$ cat src/rtl/vme_irq_pkg.sv
package vme_irq_pkg;

    typedef enum logic [1:0] {
        IRQ_IDLE    = 2'd0,
        IRQ_PENDING = 2'd1,
        IRQ_HOLDOFF = 2'd2
    } irq_state_e;

    typedef enum logic [1:0] {
        RSP_IDLE   = 2'd0,
        RSP_ANSWER = 2'd1,
        RSP_PASS   = 2'd2
    } rsp_state_e;

    // Synchronized view of the bus acknowledge-cycle inputs (raw polarity)
    typedef struct packed {
        logic       iack_n;
        logic       iackin_n;
        logic       ds_n;
        logic [2:0] level;
    } bus_view_t;

    localparam int BUS_VIEW_W = $bits(bus_view_t);

    function automatic int unsigned ceil_div(input int unsigned num, input int unsigned den);
        return (num + den - 1) / den;
    endfunction

    function automatic logic [7:1] lines_for_level(input logic [2:0] lvl);
        logic [7:1] lines;
        lines = '1;
        for (int i = 1; i <= 7; i++) begin
            if (lvl == i[2:0]) lines[i] = 1'b0;
        end
        return lines;
    endfunction

endpackage

$ cat src/rtl/vme_irq_sync.sv
module vme_irq_sync #(
    parameter int              WIDTH     = 6,
    parameter int              STAGES    = 2,
    parameter logic [WIDTH-1:0] RESET_VAL = '1
) (
    input  logic             clk,
    input  logic             rst,
    input  logic [WIDTH-1:0] d,
    output logic [WIDTH-1:0] q
);

    genvar g;
    generate
        for (g = 0; g < STAGES; g++) begin : g_stage
            logic [WIDTH-1:0] q_r;
            if (g == 0) begin : g_first
                always_ff @(posedge clk) begin
                    if (rst) q_r <= RESET_VAL;
                    else     q_r <= d;
                end
            end else begin : g_next
                always_ff @(posedge clk) begin
                    if (rst) q_r <= RESET_VAL;
                    else     q_r <= g_stage[g-1].q_r;
                end
            end
        end
    endgenerate

    assign q = g_stage[STAGES-1].q_r;

endmodule

$ cat src/rtl/vme_irq_ctrl.sv
module vme_irq_ctrl
    import vme_irq_pkg::*;
#(
    parameter int RETRY_CYCLES = 100000,
    localparam int CNT_W = $clog2(RETRY_CYCLES + 1)
) (
    input  logic       clk,
    input  logic       rst,
    input  logic       req,
    input  logic [2:0] level,
    input  logic       ack_strobe,
    output logic       pending,
    output logic [2:0] level_q,
    output logic [7:1] irq_n
);

    irq_state_e       state_q;
    logic [CNT_W-1:0] wait_q;
    logic             raise_ok;

    assign raise_ok = req && (level != 3'd0);

    always_ff @(posedge clk) begin
        if (rst) begin
            state_q <= IRQ_IDLE;
            level_q <= 3'd0;
            wait_q  <= '0;
        end else begin
            case (state_q)
                IRQ_IDLE: begin
                    if (raise_ok) begin
                        state_q <= IRQ_PENDING;
                        level_q <= level;
                    end
                end
                IRQ_PENDING: begin
                    if (ack_strobe) begin
                        state_q <= IRQ_HOLDOFF;
                        wait_q  <= CNT_W'(RETRY_CYCLES - 1);
                    end
                end
                IRQ_HOLDOFF: begin
                    if (!req) begin
                        state_q <= IRQ_IDLE;
                    end else if (wait_q == '0) begin
                        if (raise_ok) begin
                            state_q <= IRQ_PENDING;
                            level_q <= level;
                        end else begin
                            state_q <= IRQ_IDLE;
                        end
                    end else begin
                        wait_q <= wait_q - 1'b1;
                    end
                end
                default: state_q <= IRQ_IDLE;
            endcase
        end
    end

    assign pending = (state_q == IRQ_PENDING);
    assign irq_n   = pending ? lines_for_level(level_q) : '1;

endmodule

$ cat src/rtl/vme_irq_iack.sv
module vme_irq_iack
    import vme_irq_pkg::*;
#(
    parameter int VEC_W = 8
) (
    input  logic             clk,
    input  logic             rst,
    input  bus_view_t        bus,
    input  logic             pending,
    input  logic [2:0]       level_q,
    input  logic [VEC_W-1:0] vector,
    output logic [VEC_W-1:0] data,
    output logic             data_oe,
    output logic             dtack_n,
    output logic             iackout_n,
    output logic             ack_strobe
);

    rsp_state_e       state_q;
    logic [VEC_W-1:0] data_q;
    logic             cycle_on;
    logic             ours;

    assign cycle_on = !bus.iack_n && !bus.iackin_n && !bus.ds_n;
    assign ours     = pending && (bus.level == level_q);

    always_ff @(posedge clk) begin
        if (rst) begin
            state_q    <= RSP_IDLE;
            data_q     <= '0;
            ack_strobe <= 1'b0;
        end else begin
            ack_strobe <= 1'b0;
            case (state_q)
                RSP_IDLE: begin
                    if (cycle_on) begin
                        if (ours) begin
                            state_q    <= RSP_ANSWER;
                            data_q     <= vector;
                            ack_strobe <= 1'b1;
                        end else begin
                            state_q <= RSP_PASS;
                        end
                    end
                end
                RSP_ANSWER: begin
                    if (bus.ds_n) begin
                        state_q <= RSP_IDLE;
                        data_q  <= '0;
                    end
                end
                RSP_PASS: begin
                    if (bus.ds_n || bus.iackin_n) state_q <= RSP_IDLE;
                end
                default: state_q <= RSP_IDLE;
            endcase
        end
    end

    assign data      = data_q;
    assign data_oe   = (state_q == RSP_ANSWER);
    assign dtack_n   = (state_q != RSP_ANSWER);
    assign iackout_n = (state_q != RSP_PASS);

endmodule

$ cat src/rtl/vme_irq_relay.sv
module vme_irq_relay
    import vme_irq_pkg::*;
#(
    parameter int CLK_PERIOD_NS = 10,
    parameter int RETRY_NS      = 1000000,
    parameter int SYNC_STAGES   = 2,
    parameter int VEC_W         = 8
) (
    input  logic             clk,
    input  logic             rst,
    input  logic             req_i,
    input  logic [2:0]       level_i,
    input  logic [VEC_W-1:0] vector_i,
    input  logic             iack_n_i,
    input  logic             iackin_n_i,
    input  logic             ds_n_i,
    input  logic [2:0]       ack_level_i,
    output logic [7:1]       irq_n_o,
    output logic [VEC_W-1:0] data_o,
    output logic             data_oe_o,
    output logic             dtack_n_o,
    output logic             iackout_n_o,
    output logic             ack_pulse_o
);

    localparam int RETRY_CYCLES = ceil_div(RETRY_NS, CLK_PERIOD_NS) < 1 ? 1
                                : ceil_div(RETRY_NS, CLK_PERIOD_NS);

    bus_view_t  bus_raw;
    bus_view_t  bus_s;
    logic       pending;
    logic [2:0] level_q;
    logic       ack_strobe;

    assign bus_raw = '{iack_n: iack_n_i, iackin_n: iackin_n_i,
                       ds_n: ds_n_i, level: ack_level_i};

    vme_irq_sync #(
        .WIDTH     (BUS_VIEW_W),
        .STAGES    (SYNC_STAGES),
        .RESET_VAL ({BUS_VIEW_W{1'b1}})
    ) i_sync (
        .clk (clk),
        .rst (rst),
        .d   (bus_raw),
        .q   (bus_s)
    );

    vme_irq_ctrl #(
        .RETRY_CYCLES (RETRY_CYCLES)
    ) i_ctrl (
        .clk        (clk),
        .rst        (rst),
        .req        (req_i),
        .level      (level_i),
        .ack_strobe (ack_strobe),
        .pending    (pending),
        .level_q    (level_q),
        .irq_n      (irq_n_o)
    );

    vme_irq_iack #(
        .VEC_W (VEC_W)
    ) i_iack (
        .clk        (clk),
        .rst        (rst),
        .bus        (bus_s),
        .pending    (pending),
        .level_q    (level_q),
        .vector     (vector_i),
        .data       (data_o),
        .data_oe    (data_oe_o),
        .dtack_n    (dtack_n_o),
        .iackout_n  (iackout_n_o),
        .ack_strobe (ack_strobe)
    );

    assign ack_pulse_o = ack_strobe;

endmodule

$ cat config.mk
export PLATFORM = sky130hd
export DESIGN_NAME = vme_irq_relay
export DESIGN_NICKNAME = d
export VERILOG_FILES = /design/src/rtl/vme_irq_pkg.sv /design/src/rtl/vme_irq_sync.sv /design/src/rtl/vme_irq_ctrl.sv /design/src/rtl/vme_irq_iack.sv /design/src/rtl/vme_irq_relay.sv
export SDC_FILE = /design/constraint.sdc
export NUM_CORES = 1
export LEC_CHECK = 0
export CAP_MARGIN = 20
export CELL_PAD_IN_SITES_DETAIL_PLACEMENT = 1
export CELL_PAD_IN_SITES_GLOBAL_PLACEMENT = 2
export CORE_ASPECT_RATIO = 0.7
export CORE_MARGIN = 5
export CORE_UTILIZATION = 30
export CTS_BUF_LIST = sky130_fd_sc_hd__clkbuf_16
export DETAILED_ROUTE_END_ITERATION = 8
export HOLD_SLACK_MARGIN = 0.1
export PLACE_DENSITY = 0.83
export SYNTH_ARGS = -nofsm -noshare
export SYNTH_HDL_FRONTEND = slang
export SYNTH_SLANG_ARGS = --single-unit
export TNS_END_PERCENT = 10
$ cat constraint.sdc
create_clock -name clk -period 3.2 [get_ports clk]
set_clock_uncertainty 0.05 [all_clocks]
set_input_delay 0.8 -clock clk [delete_from_list [all_inputs] [get_ports clk]]
set_output_delay 0.8 -clock clk [all_outputs]
set_load 0.02 [all_outputs]
==> impl_metrics.py <==
metrics = {
    "clocking": {
        "cts_htree_levels": 2,
        "root_buffer": "clkbuf_16",
        "ctsResizeCount": 0,
        "clk_pin_slew_worst_paths_ns": 0.07,
        "clock-sinks": 45,
        "cts_post_setup_buffers_inserted": 0,
        "cts_max_path_buffers": 2,
        "cts_tree": "built",
        "clock_latency_ns": 0.28,
        "numCtsBuffers": 5,
        "holdBufCountCts": 0,
    },
    "floorplan": {
        "io-pin-count": 39,
        "die_w_um": 106,
        "initial_core_util_pct": 31.0,
        "row_count": 24,
        "die_area_mm2": 0.00818,
        "die_h_um": 77.2,
        "core_area_mm2": 0.00625,
    },
    "hold_path": {
        "hold-path-endpoint": "i_sync.q[2]",
        "min_path_type": "reg -> reg",
        "hp-start": "i_sync.g_stage[0].q_r[2]",
        "whs_path_depth": 1,
    },
    "global_route": {
        "grt-ovfl-total": 0,
        "grt_pass1_vias": 1598,
        "grt_antenna_before_repair": 0,
        "top_usage_layer": "met1",
        "grt_usage_pct": 11.9,
        "gr-usage-met1_pct": 17.5,
        "use_met2_pct": 17.0,
        "gr-usage-met3_pct": 2.94,
        "grt_pass1_wl_mm": 7.89,
        "grt_max_degree": 36,
    },
    "drt": {
        "firstDrtPassIters": 4,
        "drt_iter0_markers": 67,
        "via_count": 1586,
        "drc": 0,
        "wl_per_cell_um": 13.9,
        "vias_per_cell": 4.79,
        "drtAntennaViolNets": 0,
        "wl_mm": 4.62,
    },
    "worst_setup_path": {
        "cpLargestDelayFamily": "simple AND/OR/NAND/NOR gates",
        "cp_slowest_stage_delay_ns": 0.55,
        "r2r_slack_ns": 0.75,
        "cp_max_fo": 5,
        "critPathRequiredTime_ns": 2.35,
        "crit_chain": "nor2b_1 -> and2_1 -> nand3_1 -> clkdlybuf4s50_1",
        "crit_arrival_ns": 1.82,
        "end_kind": "output port",
        "critical_path_class": "reg -> out",
        "crit_buf_inv": 1,
        "startpoint_type": "flip-flop",
        "r2r_start": "i_ctrl.wait_q[0]",
        "r2r_cells": 7,
        "r2r_end": "i_ctrl.wait_q[10]",
        "cpMaxStageDelayCell": "clkdlybuf4s50_1",
    },
    "yosys": {
        "synth-xor-area-share_pct": 4.08,
        "yosys.area_share.adder_pct": 0.647,
        "synth.mux.area_fraction_pct": 6.21,
        "synth-seq-area-share_pct": 46.6,
        "yosys_warnings": 0,
        "ys_types": 39,
        "synth.area.top_cells": "dfxtp_1 47%, nand2b_1 6.5%, mux2i_1 6.2%",
        "synth_area_leader_cell": "dfxtp_1",
        "yosys.area.top_type_share_pct": 46.6,
        "syn_area_mm2": 0.00193,
        "synthCells": 212,
        "synth_compound_area_share_pct": 10.0,
        "synth_top_family_by_area": "simple AND/OR/NAND/NOR gates",
        "synth_nets": 233,
        "syn_area_per_cell_um2": 9.12,
        "ys_ff_latch": 45,
        "synth-simple-area-share_pct": 29.9,
    },
    "timing": {
        "relSlewSlack_pct": 43.1,
        "hold_viol_final": 0,
        "timing.hold.ws_ns": 0.362,
        "period_needed_ns": 2.67,
        "period_share_pct": 83.5,
        "finalSetupTns_ns": 0,
        "setup_violations": 0,
        "worst_pin_slew_ns": 0.848,
        "fmax_ghz": 0.374,
        "rsz0062_at_grt": "no",
        "finalMaxSlewViolations": 0,
    },
    "power_and_ir_drop": {
        "p_per_area_mw_per_mm2": 451,
        "peakVddDrop_mv": 0.337,
        "p_leak_nw": 0.916,
    },
    "placement": {
        "dpl.hpwl_mm": 3.48,
        "gp_congestion": 0.718,
        "port-buffer-count": 38,
    },
    "cells_and_area": {
        "antennaDiodeCount": 0,
        "fillCellCount": 720,
        "drive_above_1_share_pct": 9.88,
        "area_growth_pct": 31.3,
        "num-nets-final": 273,
    },
    "run": {
        "maxCapViolations": 0,
    },
    "status": {
        "outcome": "finished, final reports clean",
    },
}
## state kept, by name (all words and copies together) (netlist names)
name,cells
i_iack.data,8
i_sync.q,6
i_iack.ack_strobe,1
i_ctrl.state_q,2
i_ctrl.level_q,3
i_sync.g_stage.q_r,6
i_ctrl.wait_q,17
i_iack.state_q,2
## final cells by class
cell class / count / area [µm²] / share of cell area, %
multi-input cells: 154 / 985 / 38.8
clock inverters: 3 / 13.8 / 0.542
clock buffers: 5 / 125 / 4.93
inverters: 6 / 22.5 / 0.887
well taps: 78 / 97.6 / 3.84
repair buffers: 40 / 395 / 15.6
flip-flops and latches: 45 / 901 / 35.5
## metrics by stage
| step | util (%) | setup slack [ns] | total power [mW] | cells | area (µm²) |
|---|---|---|---|---|---|
| 2_1_floorplan | - | 1.14 | 0.628 | 212 | 1930 |
| 3_3_place_gp | 38.4 | 0.513 | 0.663 | 323 | 2400 |
| 3_5_place_dp | 38.4 | 0.429 | 0.664 | 323 | 2400 |
| 4_1_cts | 40.7 | 0.493 | 1.16 | 331 | 2540 |
| 5_1_grt | 40.7 | 0.387 | 1.19 | 331 | 2540 |
| 6_report | 40.7 | 0.527 | 1.14 | 331 | 2540 |
## layout by cell type, fill, tap and decap left out, types with 2 or more instances in the layout
cell type        Yosys  layout
nand3b_1             2       2
nand2_1             16      16
or2_2               12      12
dfxtp_1             45      45
nand3_1              5       5
inv_1                6       7
clkbuf_16            0       5
nor3_1               9       9
nor4_1               5       5
a211oi_1             5       5
or3_1                3       3
nand4_1              2       2
o21a_1               2       2
xnor2_1              3       3
clkinv_2             0       2
o21ai_0              3       3
and4_1               2       2
and2_1               2       2
nand2b_1            20      20
mux2i_1             12      12
nor2_1              16      16
a21oi_1              8       8
xor2_1               6       6
or4_1                2       2
o41ai_1              2       2
clkdlybuf4s50_1      0      38
buf_4                0       2
nor2b_1              3       3
## Yosys cell counts (all sizes together)
cell type / count
dfxtp: 45
nand2b: 20
nand2: 16
nor2: 16
or2: 13
mux2i: 12
nor3: 10
a21oi: 8
clkbuf: 7
inv: 6
nor4: 6
xor2: 6
a211oi: 5
nand3: 5
nor2b: 3
o21ai: 3
or3: 3
or4: 3
xnor2: 3
and2: 2
and4: 2
nand3b: 2
nand4: 2
o21a: 2
o41ai: 2
a2111o: 1
a211o: 1
a21o: 1
a311oi: 1
a31o: 1
a31oi: 1
ha: 1
nor3b: 1
o311ai: 1
o31a: 1
## cells by family after synthesis
kind of cell	Yosys count
and+or+nand+nor	104
buffers and inverters	13
muxes	12
xor gates and xnor gates	9
DFF	45
adders and majority gates	1
AOI/OAI and AO/OA	28
## worst reg2reg max path: stages, from the launching register on
cell      delay [ns]
dfxtp_1         0.33
inv_1           0.08
ha_1            0.19
nor3b_1         0.54
nand2b_1        0.26
a211o_1         0.42
or3_1           0.34
a31oi_1         0.17
## worst max path at each step
stage	start	to	slack, ns	cells past startpoint
floorplan	req_i	i_ctrl.wait_q[14]	1.14	5
CTS	i_ctrl.state_q[0]	irq_n_o[7]	0.49	4
detailed placement	req_i	i_ctrl.wait_q[10]	0.43	6
global placement	req_i	i_ctrl.wait_q[10]	0.51	6
global route	i_ctrl.state_q[0]	irq_n_o[7]	0.39	4
finish	i_ctrl.state_q[0]	irq_n_o[7]	0.53	4
## routing by layer
layer  vias to the layer above  wire (µm)
met1                       739       2470
met2                        25       1930
li1                        818          -
met5                         -          0
met4                         0         51
met3                         4        170
## power breakdown
group          internal [mW]  switching (mW)
Clock                  0.284           0.210
Sequential             0.571         0.00705
Combinational         0.0428          0.0300
Total                  0.898           0.247
(Power assumes the default switching activity.)
